`config.mk`:
```
export PLATFORM = sky130hd
export DESIGN_NAME = spi_sclk_gen
export DESIGN_NICKNAME = d
export VERILOG_FILES = /design/src/rtl/sclk_div_pkg.sv /design/src/rtl/sclk_cfg_reg.sv /design/src/rtl/sclk_phase_ctr.sv /design/src/rtl/sclk_out_sel.sv /design/src/rtl/spi_sclk_gen.sv
export SDC_FILE = /design/constraint.sdc
export NUM_CORES = 1
export LEC_CHECK = 0
export BUFFER_PORTS_ARGS = -buffer_cell sky130_fd_sc_hd__buf_4
export CORE_MARGIN = 2
export CORE_UTILIZATION = 30
export CTS_CLUSTER_SIZE = 12
export DETAILED_ROUTE_END_ITERATION = 16
export GPL_TIMING_DRIVEN = 0
export PLACE_DENSITY = 0.48
export SYNTH_ARGS = -nofsm -noshare
export SYNTH_HDL_FRONTEND = slang
export SYNTH_SLANG_ARGS = --single-unit
export TNS_END_PERCENT = 5
```
`constraint.sdc`:
```
create_clock -name clk -period 3.5 [get_ports clk]
set_clock_uncertainty 0.2 [all_clocks]
set_input_delay 0.175 -clock clk [delete_from_list [all_inputs] [get_ports clk]]
set_output_delay 0.175 -clock clk [all_outputs]
set_load 0.05 [all_outputs]
```
`src/rtl/sclk_div_pkg.sv`:
```
package sclk_div_pkg;

    localparam int CFG_W   = 32;
    localparam int CNT_W   = 6;
    localparam int FACT_W  = CNT_W + 1;
    localparam int BYP_POS = 31;
    localparam int PER_LSB = 0;
    localparam int HI_LSB  = PER_LSB + CNT_W;
    localparam int LO_LSB  = HI_LSB + CNT_W;
    localparam int MAX_DIV = 1 << CNT_W;

    typedef logic [CNT_W-1:0] cnt_t;

    typedef struct packed {
        logic byp;
        cnt_t lo;
        cnt_t hi;
        cnt_t per;
    } sclk_cfg_t;

    typedef struct packed {
        logic run;
        cnt_t cnt;
        logic lvl;
        logic rise;
        logic fall;
    } phase_t;

    function automatic sclk_cfg_t cfg_unpack(input logic [CFG_W-1:0] w);
        sclk_cfg_t c;
        c.byp = w[BYP_POS];
        c.per = w[PER_LSB +: CNT_W];
        c.hi  = w[HI_LSB +: CNT_W];
        c.lo  = w[LO_LSB +: CNT_W];
        return c;
    endfunction

    function automatic logic [CFG_W-1:0] cfg_from_factor(input logic [FACT_W-1:0] d);
        logic [CFG_W-1:0] w;
        int unsigned      dd;
        w  = '0;
        dd = 32'(d);
        if (dd <= 1) begin
            w[BYP_POS] = 1'b1;
        end else begin
            if (dd > MAX_DIV) dd = MAX_DIV;
            w[PER_LSB +: CNT_W] = CNT_W'(dd - 1);
            w[HI_LSB +: CNT_W]  = CNT_W'(dd / 2 - 1);
            w[LO_LSB +: CNT_W]  = CNT_W'(dd - 1);
        end
        return w;
    endfunction

endpackage

```
`src/rtl/sclk_cfg_reg.sv`:
```
module sclk_cfg_reg
    import sclk_div_pkg::*;
(
    input  logic             clk,
    input  logic             rst,
    input  logic             load,
    input  logic [CFG_W-1:0] cfg_word,
    output sclk_cfg_t        act
);

    always_ff @(posedge clk) begin
        if (rst) begin
            act <= '0;
        end else if (load) begin
            act <= cfg_unpack(cfg_word);
        end
    end

endmodule

```
`src/rtl/sclk_phase_ctr.sv`:
```
module sclk_phase_ctr
    import sclk_div_pkg::*;
(
    input  logic      clk,
    input  logic      rst,
    input  logic      en,
    input  sclk_cfg_t act,
    output logic      load,
    output phase_t    ph
);

    phase_t st_d;
    logic   wrap;
    cnt_t   cnt_nx;
    logic   lvl_nx;

    assign wrap   = act.byp || (ph.cnt == act.per);
    assign cnt_nx = wrap ? '0 : ph.cnt + cnt_t'(1);
    assign lvl_nx = (cnt_nx <= act.hi) || (cnt_nx > act.lo);
    assign load   = !ph.run || !en || wrap;

    always_comb begin
        st_d      = ph;
        st_d.rise = 1'b0;
        st_d.fall = 1'b0;
        if (!ph.run) begin
            st_d.cnt = '0;
            if (en) begin
                st_d.run  = 1'b1;
                st_d.lvl  = 1'b1;
                st_d.rise = 1'b1;
            end else begin
                st_d.lvl = 1'b0;
            end
        end else if (!en) begin
            st_d.run  = 1'b0;
            st_d.cnt  = '0;
            st_d.lvl  = 1'b0;
            st_d.fall = ph.lvl;
        end else if (act.byp) begin
            st_d.cnt  = '0;
            st_d.lvl  = 1'b1;
            st_d.rise = 1'b1;
        end else begin
            st_d.cnt  = cnt_nx;
            st_d.lvl  = lvl_nx;
            st_d.rise = lvl_nx & ~ph.lvl;
            st_d.fall = ~lvl_nx & ph.lvl;
        end
    end

    always_ff @(posedge clk) begin
        if (rst) begin
            ph <= '0;
        end else begin
            ph <= st_d;
        end
    end

endmodule

```
`src/rtl/sclk_out_sel.sv`:
```
module sclk_out_sel
    import sclk_div_pkg::*;
(
    input  logic      clk,
    input  logic      en,
    input  sclk_cfg_t act,
    input  phase_t    ph,
    output logic      sclk,
    output logic      rise_stb,
    output logic      fall_stb
);

    always_comb begin
        if (act.byp) begin
            sclk     = clk & en & ph.run;
            rise_stb = ph.run;
            fall_stb = ph.run;
        end else begin
            sclk     = ph.lvl;
            rise_stb = ph.rise;
            fall_stb = ph.fall;
        end
    end

endmodule

```
`src/rtl/spi_sclk_gen.sv`:
```
module spi_sclk_gen
    import sclk_div_pkg::*;
(
    input  logic             clk,
    input  logic             rst,
    input  logic             en,
    input  logic [CFG_W-1:0] cfg_word,
    output logic             sclk,
    output logic             rise_stb,
    output logic             fall_stb
);

    sclk_cfg_t act_cfg;
    phase_t    ph;
    logic      load;

    sclk_cfg_reg u_cfg (
        .clk      (clk),
        .rst      (rst),
        .load     (load),
        .cfg_word (cfg_word),
        .act      (act_cfg)
    );

    sclk_phase_ctr u_ctr (
        .clk  (clk),
        .rst  (rst),
        .en   (en),
        .act  (act_cfg),
        .load (load),
        .ph   (ph)
    );

    sclk_out_sel u_out (
        .clk      (clk),
        .en       (en),
        .act      (act_cfg),
        .ph       (ph),
        .sclk     (sclk),
        .rise_stb (rise_stb),
        .fall_stb (fall_stb)
    );

endmodule

```
==> impl_metrics.json, run 1 <==
{
  "path_depth": 11,
  "start_kind": "flop",
  "pin_count": 38,
  "wl_met3_um": 128,
  "cts_tree": "done",
  "rr_worst_depth": 11,
  "placed_area_um2": 1780,
  "max-cap-violations": 0,
  "routed.top_layer": "met4",
  "synth_cells": 161,
  "synth_top_area_share_pct": 38.3,
  "vias_per_cell": 4.45,
  "grt_pass1_wl_mm": 5.37,
  "grt_pass1_vias": 1286,
  "nets": 263,
  "dr.first_iter.drc_count": 74,
  "ant_nets": 0,
  "timing.rr.start": "u_ctr.ph[5]",
  "hpwlAfterDp_mm": 2.40,
  "synth_common_cells": "dfxtp_1 (29), nor2_1 (29), mux2i_1 (18)",
  "wl_met2_mm": 1.56,
  "synth_cell_types": 36,
  "rsz0062_at_grt": "no",
  "power_leakage_uw": 0.000883,
  "synth_top_area_cell": "dfxtp_1",
  "cp-startpoint": "u_ctr.ph[5]",
  "drc_errors": 0,
  "endpoint": "u_ctr.ph[2]",
  "cp_top_family": "compound AO/OA/AOI/OAI gates",
  "final_hold_viol_count": 0,
  "synth-main-ff-cell": "dfxtp_1",
  "yosysWarningCount": 0,
  "min_period_ns": 3.12,
  "yosys-top-cells-area": "dfxtp_1 (38%), mux2i_1 (12%), ha_1 (9.9%)",
  "antenna_cells": 0,
  "finalSetupViolations": 0,
  "die-area_um2": 5630,
  "portBuffers": 24,
  "fillers": 496,
  "synth_top_family_by_area": "simple AND/OR/NAND/NOR gates",
  "worstSkewPairLatency_ns": 0.38,
  "synth_fa_ha_area_share_pct": 10.7,
  "worstSetupEndpointType": "flop",
  "synth_compound_area_share_pct": 10.4,
  "antenna_found_initial": 0,
  "slowest_stage": "dfxtp_1",
  "synth-edff-count": 0,
  "seq_area_frac_synth_pct": 38.3,
  "hold_class": "reg -> reg",
  "combPwrFrac_pct": 15.3,
  "fin_util_pct": 44.2,
  "routedWlPerCell_um": 11.1,
  "cts-resized-gates": 0,
  "max_slew_margin_pct": 68.6,
  "dp_cells": 252,
  "crit_buf_inv": 0,
  "switchingPower_uw": 201,
  "fin_cells": 283,
  "overflow": 0,
  "syn-mean-instance-area_um2": 9.40,
  "drive_gt1_share_pct": 20.8,
  "vdd_drop_max_v": 0.000232,
  "tightest_slew_ns": 0.471,
  "routed_wl_mm": 3.14,
  "met1_length_mm": 1.41,
  "synth_xor_area_share_pct": 5.21,
  "slowest_delay_ns": 0.46,
  "power.density_nw_per_um2": 401,
  "crit_type": "reg -> reg",
  "die_w_um": 75.0,
  "sw_frac_of_total_pct": 23.7,
  "internal_power_uw": 647,
  "gp_congestion": 0.747,
  "required_ns": 3.61,
  "r2r_end": "u_ctr.ph[2]",
  "path_clk_slew_ns": 0.06,
  "ys_ff_latch": 29,
  "vias": 1258,
  "grt_max_degree": 11,
  "slew_viol_final": 0,
  "seqPwrFrac_pct": 42.0,
  "start_util_pct": 31.6,
  "die_h_um": 75.0,
  "areaGrowthSynthToFinish_pct": 39.8,
  "max_freq_mhz": 320,
  "rrSetupSlack_ns": 0.38,
  "critical_path.cell_chain": "xnor2_1 > nand4_1 > o21bai_2 > nor2_1 > ha_1 > nor2b_1 > o211ai_1 > a221o_1 > maj3_2 > and3_4 > a21oi_2",
  "grt_use_total_pct": 13.0,
  "synthMuxAreaShare_pct": 11.9,
  "fin_tns_setup_ns": 0,
  "run_status": "complete, no violations",
  "multi_input_area_um2": 858,
  "clockPowerShare_pct": 42.7,
  "cp.arrival_ns": 3.23,
  "regArea_um2": 581,
  "fp-row-count": 25,
  "critPathMaxFanout": 7,
  "synth_fp_nets": 208,
  "netlist_area_um2": 1510,
  "dr.pass1.iters": 4,
  "period_share_pct": 89.2,
  "synthSimpleGateAreaFrac_pct": 18.5,
  "async_reset_ff_share_pct": 0,
  "stdcell_area_um2": 2120,
  "core_area_um2": 4790
}
[flip-flops by register name, indices dropped and copies added, names as in the netlist]
name	count
u_ctr.ph	10
u_cfg.act	19
[through the flow]
| step | worst slack, ns | hold WS [ns] | total power [µW] |
|---|---|---|---|
| after global placement | 0.447 | 0.180 | 480 |
| after floorplan | 0.657 | 0.0537 | 443 |
| final | 0.380 | 0.249 | 848 |
| after detailed placement | 0.385 | 0.185 | 483 |
| after global routing | 0.203 | 0.275 | 901 |
| after CTS | 0.353 | 0.255 | 866 |
[power groups by stage]
| stage | sequential [µW] | clock, µW | combinational, µW |
|---|---|---|---|
| after CTS | 357 | 377 | 132 |
| after global routing | 359 | 398 | 144 |
| after detailed placement | 364 | 6.81 | 112 |
| after floorplan | 362 | 5.29 | 76.3 |
| final | 357 | 362 | 130 |
| after global placement | 364 | 6.81 | 109 |
[placed cells by master, fill, tap and decap left out, types with 3 or more instances in the layout]
cell / instances
xnor2_1: 7
inv_1: 14
clkbuf_8: 9
ha_1: 12
buf_4: 24
dlygate4sd3_1: 21
clkbuf_1: 4
mux2i_1: 18
o21ai_0: 4
nor2_1: 29
dfxtp_1: 29
nand2_1: 8
nand3_1: 3
[what timing repair did]
action,4_1_cts,5_1_grt
endpoints found under the setup margin,0,0
hold buffers,21,0
setup buffers,0,0
endpoints found under the hold margin,28,0
[routing by layer]
| metal | track usage (%) | vias up |
|---|---|---|
| met5 | 0 | - |
| met4 | 5.56 | 0 |
| met3 | 6.16 | 4 |
| met2 | 20.8 | 21 |
| met1 | 14.8 | 577 |
| li1 | - | 656 |
[cell type report]
cell class	count	share of cell area, %
plain buffers	4	1.06
well taps	67	3.96
inverters	14	2.48
clock buffers	11	6.39
repair buffers	44	18.1
multi-input cells	114	40.6
flip-flops and latches	29	27.4
[logic make-up after synthesis]
| group | after synthesis |
|---|---|
| compound gates | 18 |
| xor+xnor | 9 |
| fa+ha+maj | 13 |
| buf+inv | 18 |
| flops | 29 |
| mux | 18 |
| simple gates | 56 |
[worst reg2reg max path: stages (launching register included)]
cell	delay, ns
dfxtp_1	0.46
xnor2_1	0.15
nand4_1	0.18
o21bai_2	0.41
nor2_1	0.15
ha_1	0.32
nor2b_1	0.12
o211ai_1	0.09
a221o_1	0.36
maj3_2	0.32
and3_4	0.19
a21oi_2	0.11
[worst min path at each step]
stage | startpoint | end | cells past startpoint
after floorplan | rst | u_ctr.ph[8] | 1
after global placement | en | u_ctr.ph[0] | 2
after detailed placement | rst | u_ctr.ph[8] | 2
after CTS | u_ctr.ph[2] | u_ctr.ph[0] | 2
after global routing | u_ctr.ph[2] | u_ctr.ph[0] | 2
final | u_ctr.ph[2] | u_ctr.ph[0] | 2
No activity file was read; power rests on OpenSTA's default activity.
==> run 2: changes to the inputs <==
--- a/config.mk
+++ b/config.mk
@@ -8,6 +8,7 @@
 export BUFFER_PORTS_ARGS = -buffer_cell sky130_fd_sc_hd__buf_4
 export CORE_MARGIN = 2
 export CORE_UTILIZATION = 30
+export CTS_BUF_LIST = sky130_fd_sc_hd__clkbuf_8
 export CTS_CLUSTER_SIZE = 12
 export DETAILED_ROUTE_END_ITERATION = 16
 export GPL_TIMING_DRIVEN = 0
==> constraint.sdc (replaced) <==
create_clock -name clk -period 3.5 [get_ports clk]
set_clock_uncertainty 0.2 [all_clocks]
set_input_delay 0.35 -clock clk [delete_from_list [all_inputs] [get_ports clk]]
set_output_delay 0.35 -clock clk [all_outputs]
set_load 0.05 [all_outputs]
==> impl_metrics.json, run 2 (same netlist as run 1, synthesis figures left out) <==
{
  "layout_common_cells": "nor2_1 (29), dfxtp_1 (29), buf_4 (24)",
  "drive_gt1_share_pct": 21.8,
  "setup_ws_ns": 0.380,
  "worstSetupEndpointType": "flop",
  "largestRegisters": "u_cfg.act (19), u_ctr.ph (10)",
  "hpwlAfterDp_mm": 2.40,
  "cp.arrival_ns": 3.23,
  "dr.pass1.iters": 4,
  "tightest_slew_ns": 0.457,
  "power_leakage_uw": 0.000845,
  "largest_reg_flops": 19,
  "max-cap-violations": 0,
  "start_util_pct": 31.6,
  "final_hold_viol_count": 0,
  "finalSetupViolations": 0,
  "crit_type": "reg -> reg",
  "run_status": "complete, no violations",
  "fp-row-count": 25,
  "max_slew_margin_pct": 69.6,
  "grt_max_degree": 11,
  "vias": 1222,
  "cts_tree": "done",
  "portBuffers": 24,
  "required_ns": 3.61,
  "routed_wl_mm": 3.08,
  "grt_pass1_vias": 1241,
  "max_freq_mhz": 321,
  "top_register": "u_cfg.act",
  "dp_slack_ns": 0.385,
  "ant_nets": 0,
  "whs_ns": 0.00641,
  "power.density_nw_per_um2": 415,
  "drc_errors": 0,
  "gp_congestion": 0.747,
  "areaGrowthSynthToFinish_pct": 33.1,
  "cts-resized-gates": 0,
  "period_share_pct": 89.1,
  "vdd_drop_max_v": 0.000232,
  "critPathMaxFanout": 7,
  "nets": 253,
  "routedWlPerCell_um": 11.3,
  "dr.first_iter.drc_count": 50,
  "start_kind": "flop",
  "die_h_um": 75.0,
  "fin_tns_setup_ns": 0,
  "die_w_um": 75.0,
  "worstSkewPairLatency_ns": 0.37,
  "die-area_um2": 5630,
  "path_clk_slew_ns": 0.06,
  "cts_setup_buffers": 0,
  "slew_viol_final": 0,
  "core_area_um2": 4790,
  "vias_per_cell": 4.48,
  "antenna_found_initial": 0,
  "antenna_cells": 0,
  "grt_pass1_wl_mm": 5.20,
  "min_period_ns": 3.12,
  "overflow": 0,
  "grt_use_total_pct": 12.6,
  "hold_class": "in -> reg",
  "rsz0062_at_grt": "no",
  "pin_count": 38
}
[run 2: worst paths after layout]
check / startpoint / to / slack [ns] / cells after the start
setup / recovery: u_ctr.ph[5] / u_ctr.ph[2] / 0.38 / 11
hold reg to reg: u_ctr.ph[2] / u_ctr.ph[0] / 0.25 / 2
hold / removal: cfg_word[1] / u_cfg.act[1] / 0.006 / 3
setup reg to reg: u_ctr.ph[5] / u_ctr.ph[2] / 0.38 / 11
[run 2: worst max-delay path: stages (launching register included)]
cell and delay (ns):
dfxtp_1 0.46, xnor2_1 0.15, nand4_1 0.18, o21bai_2 0.41, nor2_1 0.15, ha_1 0.32
nor2b_1 0.12, o211ai_1 0.09, a221o_1 0.36, maj3_2 0.32, and3_4 0.19, a21oi_2 0.11
[run 2: layout make-up]
class | count | area (µm²)
fill | 500 | 2770
multi-input combinational | 114 | 858
sequential | 29 | 581
timing repair buffer | 34 | 283
clock buffer | 10 | 131
tap | 67 | 83.8
inverter | 14 | 52.6
buffer | 4 | 22.5
clock inverter | 1 | 3.75
[run 2: what timing repair did]
action                                  CTS  global route
endpoints found under the setup margin    0             0
hold buffers                              7             4
hold endpoints to repair                  7             4
[run 2: through the flow]
| step | std cells | utilization, % | power [µW] | area (µm²) |
|---|---|---|---|---|
| global route | 273 | 42.1 | 888 | 2020 |
| detailed placement | 252 | 37.2 | 483 | 1780 |
| floorplan | 161 | - | 443 | 1510 |
| finish | 273 | 42.1 | 836 | 2020 |
| global placement | 252 | 37.2 | 480 | 1780 |
| CTS | 269 | 41.3 | 851 | 1980 |
[run 2: per-layer routing]
metal	track usage [%]	vias to the layer above	wire length (µm)
met5	0	-	0
met4	5.56	0	36
met3	6.16	4	136
met2	20.1	21	1550
met1	14.3	561	1370
li1	-	636	-
[run 2: power by group]
group	switching, µW	internal (µW)	total, µW
clock network	132	227	359
logic	57.9	62.7	121
registers	9.49	347	357
total	199	637	836
==> run 3: changes to the inputs <==
--- a/config.mk
+++ b/config.mk
@@ -15,5 +15,6 @@
 export PLACE_DENSITY = 0.48
 export SYNTH_ARGS = -nofsm -noshare
 export SYNTH_HDL_FRONTEND = slang
+export SYNTH_HIERARCHICAL = 1
 export SYNTH_SLANG_ARGS = --single-unit
 export TNS_END_PERCENT = 5
==> impl_metrics.json, run 3 <==
{
  "fin_tns_setup_ns": 0,
  "critPathMaxFanout": 6,
  "antenna_cells": 0,
  "routed_wl_mm": 3.03,
  "min_period_ns": 3.13,
  "worstSetupEndpointType": "flop",
  "async_reset_ff_share_pct": 0,
  "seq_area_frac_synth_pct": 38.6,
  "ys_ff_latch": 29,
  "rsz0062_at_grt": "no",
  "synth_fp_nets": 205,
  "yosys-top-cells-area": "dfxtp_1 (39%), mux2i_1 (13%), ha_1 (10%)",
  "power.density_nw_per_um2": 421,
  "crit_type": "reg -> reg",
  "ant_nets": 0,
  "run_status": "complete, no violations",
  "yosysWarningCount": 6,
  "die-area_um2": 5590,
  "critical_path.cell_chain": "xor2_1 > nor4_4 > nand2_1 > nand2b_1 > nor2_1 > ha_1 > a211oi_1 > a21oi_1 > maj3_2 > o41ai_1 > and4b_1",
  "fin_cells": 270,
  "slowest_delay_ns": 0.36,
  "grt_pass1_vias": 1204,
  "slowest_stage": "dfxtp_1",
  "synth-edff-count": 0,
  "dp_slack_ns": 0.377,
  "largestRegisters": "u_cfg/act (19), u_ctr/ph (10)",
  "fp-row-count": 25,
  "start_kind": "flop",
  "cp.arrival_ns": 3.25,
  "cts_tree": "done",
  "portBuffers": 24,
  "largest_reg_flops": 19,
  "die_w_um": 74.8,
  "power_leakage_uw": 0.00102,
  "synth_cell_types": 34,
  "regArea_um2": 581,
  "netlist_area_um2": 1500,
  "synth_common_cells": "dfxtp_1 (29), nor2_1 (29), mux2i_1 (20)",
  "max_freq_mhz": 320,
  "required_ns": 3.62,
  "synth_cells": 158,
  "die_h_um": 74.8,
  "nets": 250,
  "vias_per_cell": 4.35,
  "tightest_slew_ns": 0.327,
  "drc_errors": 0,
  "dr.pass1.iters": 4,
  "vias": 1175,
  "synth_top_area_cell": "dfxtp_1",
  "dp_cells": 249,
  "worstSkewPairLatency_ns": 0.38,
  "period_share_pct": 89.4,
  "overflow": 0,
  "routedWlPerCell_um": 11.2,
  "path_clk_slew_ns": 0.06,
  "top_register": "u_cfg/act",
  "antenna_found_initial": 0,
  "vdd_drop_max_v": 0.000169,
  "finalSetupViolations": 0,
  "start_util_pct": 31.4,
  "final_hold_viol_count": 0,
  "gp_congestion": 0.721,
  "multi_input_area_um2": 821,
  "drive_gt1_share_pct": 21.2,
  "hold_class": "in -> reg",
  "max_slew_margin_pct": 78.2,
  "grt_max_degree": 11,
  "setup_ws_ns": 0.372,
  "hpwlAfterDp_mm": 2.35,
  "pin_count": 38,
  "grt_pass1_wl_mm": 5.07,
  "max-cap-violations": 0,
  "layout_common_cells": "nor2_1 (29), dfxtp_1 (29), buf_4 (24)",
  "grt_use_total_pct": 12.8,
  "synth_top_area_share_pct": 38.6,
  "fillers": 514,
  "stdcell_area_um2": 2000,
  "synth-main-ff-cell": "dfxtp_1",
  "core_area_um2": 4790,
  "placed_area_um2": 1770,
  "whs_ns": 0.00723,
  "syn-mean-instance-area_um2": 9.51,
  "slew_viol_final": 0,
  "areaGrowthSynthToFinish_pct": 33.4,
  "dr.first_iter.drc_count": 33
}
## run 3: where the power goes
| part | leakage [µW] | internal (µW) | switching [µW] |
|---|---|---|---|
| clock | 0.0000786 | 229 | 138 |
| combinational | 0.000703 | 64.0 | 56.1 |
| sequential | 0.000240 | 347 | 10.6 |
## run 3: cell type report
cell class | count | area share [%]
clock buffer | 10 | 6.55
timing repair buffer | 34 | 14.1
sequential | 29 | 29.0
buffer | 4 | 2.06
multi-input combinational | 109 | 40.9
clock inverter | 1 | 0.187
inverter | 16 | 3.00
tap | 67 | 4.18
## run 3: through the flow
| stage | utilization, % | total power [µW] |
|---|---|---|
| 6_report | 41.9 | 845 |
| 5_1_grt | 41.9 | 894 |
| 4_1_cts | 41.9 | 867 |
| 3_5_place_dp | 36.9 | 487 |
| 3_3_place_gp | 36.9 | 482 |
| 2_1_floorplan | - | 446 |
## run 3: cells by family (layout without fill, tap and decap cells)
group	Yosys count	in the layout	synth area share (%)
AO/OA/AOI/OAI	15	15	7.99
XOR/XNOR	9	9	5.25
adder cells (fa/ha/maj)	13	13	10.7
buffers and inverters	20	65	6.74
flip-flops	29	29	38.6
multiplexers	20	20	13.3
AND/OR/NAND/NOR	52	52	17.3
## run 3: final timing paths
path / end / startpoint / slack (ns) / cells past startpoint
setup / recovery: u_ctr/ph[0] / u_ctr/ph[3] / 0.37 / 11
hold / removal: u_cfg/act[4] / cfg_word[4] / 0.007 / 3
setup reg to reg: u_ctr/ph[0] / u_ctr/ph[3] / 0.37 / 11
hold reg to reg: u_cfg/act[7] / u_cfg/act[7] / 0.29 / 2
## run 3: what timing repair did
action,in CTS,in global routing
hold endpoints to repair,11,0
gates resized for setup,0,0
hold buffers,11,0
buffers inserted,0,0
## run 3: metal layers
metal  wire [µm]  up-vias  track usage (%)
li1            -      623                -
met1        1400      522             13.6
met2        1420       22             20.3
met3         126        8             6.16
met4          74        0             8.13
met5           0        -                0
## run 3: critical path, delay by kind of cell, from the launching register on
family | cells | cell delay, ns
xor+xnor | 1 | 0.20
simple gates | 5 | 0.95
fa+ha+maj | 2 | 0.65
compound gates | 3 | 0.69
flops | 1 | 0.36
